[config.mk]
export PLATFORM = sky130hd
export DESIGN_NAME = bidir_shifter
export DESIGN_NICKNAME = d
export VERILOG_FILES = /design/src/rtl/shifter_pkg.sv /design/src/rtl/shift_ctrl.sv /design/src/rtl/shift_datapath.sv /design/src/rtl/bidir_shifter.sv
export SDC_FILE = /design/constraint.sdc
export NUM_CORES = 1
export LEC_CHECK = 0
export ABC_CLOCK_PERIOD_IN_PS = 2800
export BUFFER_PORTS_ARGS = -buffer_cell sky130_fd_sc_hd__buf_2
export CORE_MARGIN = 2
export CORE_UTILIZATION = 51
export DETAILED_ROUTE_END_ITERATION = 8
export PLACE_DENSITY_LB_ADDON = 0.05
export SYNTH_ARGS = -nofsm -noshare
export SYNTH_HDL_FRONTEND = slang
export SYNTH_HIERARCHICAL = 1
export SYNTH_SLANG_ARGS = --single-unit
export TNS_END_PERCENT = 30
[constraint.sdc]
create_clock -name vclk -period 2.8
set_clock_uncertainty 0.15 [all_clocks]
set_input_delay 0.14 -clock vclk [all_inputs]
set_output_delay 0.14 -clock vclk [all_outputs]
set_load 0.05 [all_outputs]
[src/rtl/shifter_pkg.sv]
package shifter_pkg;
  // Widest magnitude the control path can carry to the datapath.
  localparam int SHF_MAG_W = 8;

  typedef struct packed {
    logic                 goRight;    // shift toward bit 0
    logic                 arithFill;  // replicate sign on right shift
    logic [SHF_MAG_W-1:0] magnitude;  // unsigned distance
  } shift_ctrl_t;
endpackage

[src/rtl/shift_ctrl.sv]
module shift_ctrl
  import shifter_pkg::*;
#(
  parameter int AMT_W = 4
) (
  input  logic [AMT_W-1:0] shiftAmt,
  input  logic             arithMode,
  output shift_ctrl_t      ctrlOut
);
  localparam int EXT_W = AMT_W + 1;

  logic             isNeg;
  logic [EXT_W-1:0] extAmt;
  logic [EXT_W-1:0] negAmt;
  logic [EXT_W-1:0] magExt;

  always_comb begin
    isNeg  = shiftAmt[AMT_W-1];
    // sign-extend by one bit so that the most negative value can be negated
    extAmt = {shiftAmt[AMT_W-1], shiftAmt};
    negAmt = (~extAmt) + EXT_W'(1);
    magExt = isNeg ? negAmt : extAmt;

    ctrlOut           = '0;
    ctrlOut.goRight   = isNeg;
    ctrlOut.arithFill = isNeg & arithMode;
    ctrlOut.magnitude = SHF_MAG_W'(magExt);
  end
endmodule

[src/rtl/shift_datapath.sv]
module shift_datapath
  import shifter_pkg::*;
#(
  parameter int DATA_W = 8,
  parameter int STAGES = 4
) (
  input  logic [DATA_W-1:0] opIn,
  input  shift_ctrl_t       ctrlIn,
  output logic [DATA_W-1:0] resultOut,
  output logic              carryOut
);
  localparam int WORK_W = DATA_W + 1;

  logic [DATA_W-1:0] mirrorIn;
  logic [DATA_W-1:0] mirrorOut;
  logic              fillBit;
  logic [WORK_W-1:0] stageVec [STAGES+1];

  // Mirror the operand so a right shift becomes a left shift.
  for (genvar i = 0; i < DATA_W; i++) begin : g_mirror_in
    assign mirrorIn[i] = ctrlIn.goRight ? opIn[DATA_W-1-i] : opIn[i];
  end

  assign fillBit     = ctrlIn.arithFill & opIn[DATA_W-1];
  assign stageVec[0] = {1'b0, mirrorIn};

  // Stage k moves the working word up by 2**k places when magnitude bit k is set.
  for (genvar k = 0; k < STAGES; k++) begin : g_stage
    localparam int DIST = 1 << k;
    for (genvar i = 0; i < WORK_W; i++) begin : g_bit
      if (i >= DIST) begin : g_take
        assign stageVec[k+1][i] = ctrlIn.magnitude[k] ? stageVec[k][i-DIST] : stageVec[k][i];
      end else begin : g_fill
        assign stageVec[k+1][i] = ctrlIn.magnitude[k] ? fillBit : stageVec[k][i];
      end
    end
  end

  for (genvar i = 0; i < DATA_W; i++) begin : g_mirror_out
    assign mirrorOut[i] = ctrlIn.goRight ? stageVec[STAGES][DATA_W-1-i] : stageVec[STAGES][i];
  end

  assign resultOut = mirrorOut;
  assign carryOut  = stageVec[STAGES][DATA_W];

  // Magnitude bits above the stage ladder are never set for legal parameters.
  logic unusedMag;
  assign unusedMag = ^ctrlIn.magnitude;
endmodule

[src/rtl/bidir_shifter.sv]
module bidir_shifter
  import shifter_pkg::*;
#(
  parameter int DATA_W = 8,
  parameter int AMT_W  = 4
) (
  input  logic [DATA_W-1:0] opIn,
  input  logic [AMT_W-1:0]  shiftAmt,
  input  logic              arithMode,
  output logic [DATA_W-1:0] resultOut,
  output logic              carryOut
);
  // A magnitude of up to 2**(AMT_W-1) needs AMT_W stages.
  localparam int STAGES = AMT_W;

  shift_ctrl_t ctrlBus;

  shift_ctrl #(.AMT_W(AMT_W)) u_ctrl (
    .shiftAmt (shiftAmt),
    .arithMode(arithMode),
    .ctrlOut  (ctrlBus)
  );

  shift_datapath #(.DATA_W(DATA_W), .STAGES(STAGES)) u_dp (
    .opIn     (opIn),
    .ctrlIn   (ctrlBus),
    .resultOut(resultOut),
    .carryOut (carryOut)
  );
endmodule

After elaboration in Yosys (flattened, before gate mapping) --
Cells that the tools add are included.
Operators by class: bitwise operators 3, mux-type cells 53, $add $sub $neg 1
Operator list (count):
- 1-bit two-way mux | 52
- 4-bit by 1-bit adder with 4-bit output, second input constant | 1
- 4-bit two-way mux | 1
- 4-bit inverter | 1
- 1-bit bitwise AND | 2
Word-level totals: input port bits 13, logic and storage cells 57, bits in registers 0, output and inout bits 9

Longest topological paths before layout --
depth in word-level cells 8, mapped depth 11, gate-level depth less buffers 9

Hierarchy --
The synthesis kept the hierarchy.
By module, submodules not included:
- shift_datapath | cells an instance 87, times used 1, seq. area each 0.0 um^2, area an instance 684.4 um^2
- shift_ctrl | cells an instance 16, times used 1, seq. area each 0.0 um^2, area an instance 113.9 um^2

Least setup slack after synthesis --
No wires, ideal clock.
kind in2out, start point input shiftAmt[0], end point output resultOut[3], setup slack -541 ps, stages 10, buffers on the path 1, arrival time 3051 ps, cell sequence inv_1 ha_1 nand2_1 o21ai_1 buf_2 nor2_1 mux2i_1 o32ai_1 mux2i_1 o311ai_0
RTL lines:
- start: declaration | line bidir_shifter.sv:8 | input logic [AMT_W-1:0] shiftAmt,
- end: declaration | line bidir_shifter.sv:10 | output logic [DATA_W-1:0] resultOut,

==> impl_metrics.toml <==
[critical_path]
worstSetupEndpointType = "output port"
slowest_stage = "or3_1"
worst_ep_required_time_ns = 2.51
crit_type = "in2out"
worstSetupEndpoint = "resultOut[2]"
start_kind = "input pin"
critPathMaxStageDelay_ns = 0.37
crit_chain = "buf_2, nand2_1, o21ai_1, nor2_1, a22o_1, or3_1, and3_1, a21oi_1, buf_2"
worstPathArrival_ns = 2.15
worstPathMaxFanout = 25
setup.worst_path.start = "shiftAmt[3]"
crit_path_frequent_cell = "buf_2"

[detailed_routing]
drc = 0
wl_per_cell_um = 14.9
vias = 802
final_antenna_net_count = 0
vias_per_cell = 6.17
first_iter_violations = 18
first_pass_iters = 4
routed_wl_um = 1930

[power_and_ir_drop]
power.share.sequential = 0
power_uw = 258
ir_drop_mv = 0.187
pwr-share-comb = 1.000
swShare = 0.650
p_int_uw = 90.2
power_density_mw_per_mm2 = 302
power_switching_uw = 168
pwr-share-clk = 0
power.leakage_uw = 0.000388

[final_layout]
nFillCells = 125
finalInstanceArea_um2 = 855
clkbuf_count = 0
final_layout_size_suffix_gt1_frac = 0.322
final_nets = 131
diodes = 0
multi_input_area_um2 = 673
seq_area_um2 = 0
syn_to_final_growth_pct = 11.8
seq_cell_count = 0

[global_routing]
track_usage = 0.220
grt_max_degree = 26
grt_pass1_wl_um = 3270
overflow = 0
grt_pass1_vias = 707
antenna_found_initial = 0

[min_path]
min_path_type = "in2out"

[outcome]
status = "completed"

[placement]
dp_hpwl_um = 1500
post-place-ws_ns = 0.357
placed_area_um2 = 855
gp_congestion = 0.812
port_buffers = 22

[die]
die-area_mm2 = 0.00182
die_w_um = 42.7
ios = 22
rows = 13
initial_core_util = 0.566
core-area_mm2 = 0.00135
die_h_um = 42.7

[timing]
fin_hold_ws_ns = 0.794
fmax_mhz = 410
drv_slew = 0
worst_pin_slew_ns = 0.491
post-route-period-util = 0.872
fin_ws_ns = 0.359
relSlewSlack = 0.672
setup_violations = 0
finalCriticalPeriod_ns = 2.44
hold_viol = 0
rsz0062_at_grt = "false"

[cts]
postCtsHoldBufs = 0
ctsResizeCount = 0
postCtsSetupRepairBufs = 0

[flow_run]
drv_cap = 0

[synthesis]
yosysWarnings = 6
avgSynthCellArea_um2 = 7.80
syn_nets = 112
syn_inst = 98
syn_area_um2 = 764
==> layout by cell type (no fill, tap or decap), drive strengths merged, types with 3 or more instances in the layout <==
cell type and count:
a21oi 6, nand2b 5, buf 27, nand2 12
mux2i 10, mux4 5, nor2 6, inv 3
o21ai 5, mux2 5
==> how the worst min path moves through the flow <==
stage | from | to | depth (start not counted)
2_1_floorplan | opIn[7] | carryOut | 4
3_3_place_gp | shiftAmt[3] | resultOut[4] | 4
3_5_place_dp | shiftAmt[3] | resultOut[4] | 4
4_1_cts | shiftAmt[3] | resultOut[4] | 4
5_1_grt | shiftAmt[3] | resultOut[2] | 3
6_report | shiftAmt[3] | resultOut[4] | 4
==> final cells by class <==
cell class / count / share of cell area
inverter: 4 / 0.0176
multi-input combinational: 84 / 0.788
tap: 15 / 0.0220
timing repair buffer: 27 / 0.173
==> stage by stage <==
stage / utilization / TNS, ns / instances
floorplan: - / -1.08 / 98
global placement: 0.633 / 0 / 130
detailed placement: 0.633 / 0 / 130
CTS: 0.633 / 0 / 130
global route: 0.633 / 0 / 130
finish: 0.633 / 0 / 130
==> layer usage <==
layer | global-route usage | vias to the layer above | wire length (µm)
met5 | 0 | - | 0
met4 | 0.00625 | 0 | 0
met3 | 0 | 0 | 126
met2 | 0.385 | 35 | 951
met1 | 0.319 | 356 | 855
li1 | - | 411 | -
==> worst max-delay path: cells and delay by family <==
family                 cells  cell delay [ns]
AND/OR/NAND/NOR            4             0.72
AO/OA/AOI/OAI              3             0.65
buffers and inverters      2             0.63
==> power groups by stage <==
stage / logic, µW / registers [µW] / clock network [µW]
6_report: 258 / 0 / 0
5_1_grt: 276 / 0 / 0
4_1_cts: 256 / 0 / 0
3_5_place_dp: 255 / 0 / 0
3_3_place_gp: 251 / 0 / 0
2_1_floorplan: 203 / 0 / 0
(Power assumes the default switching activity.)
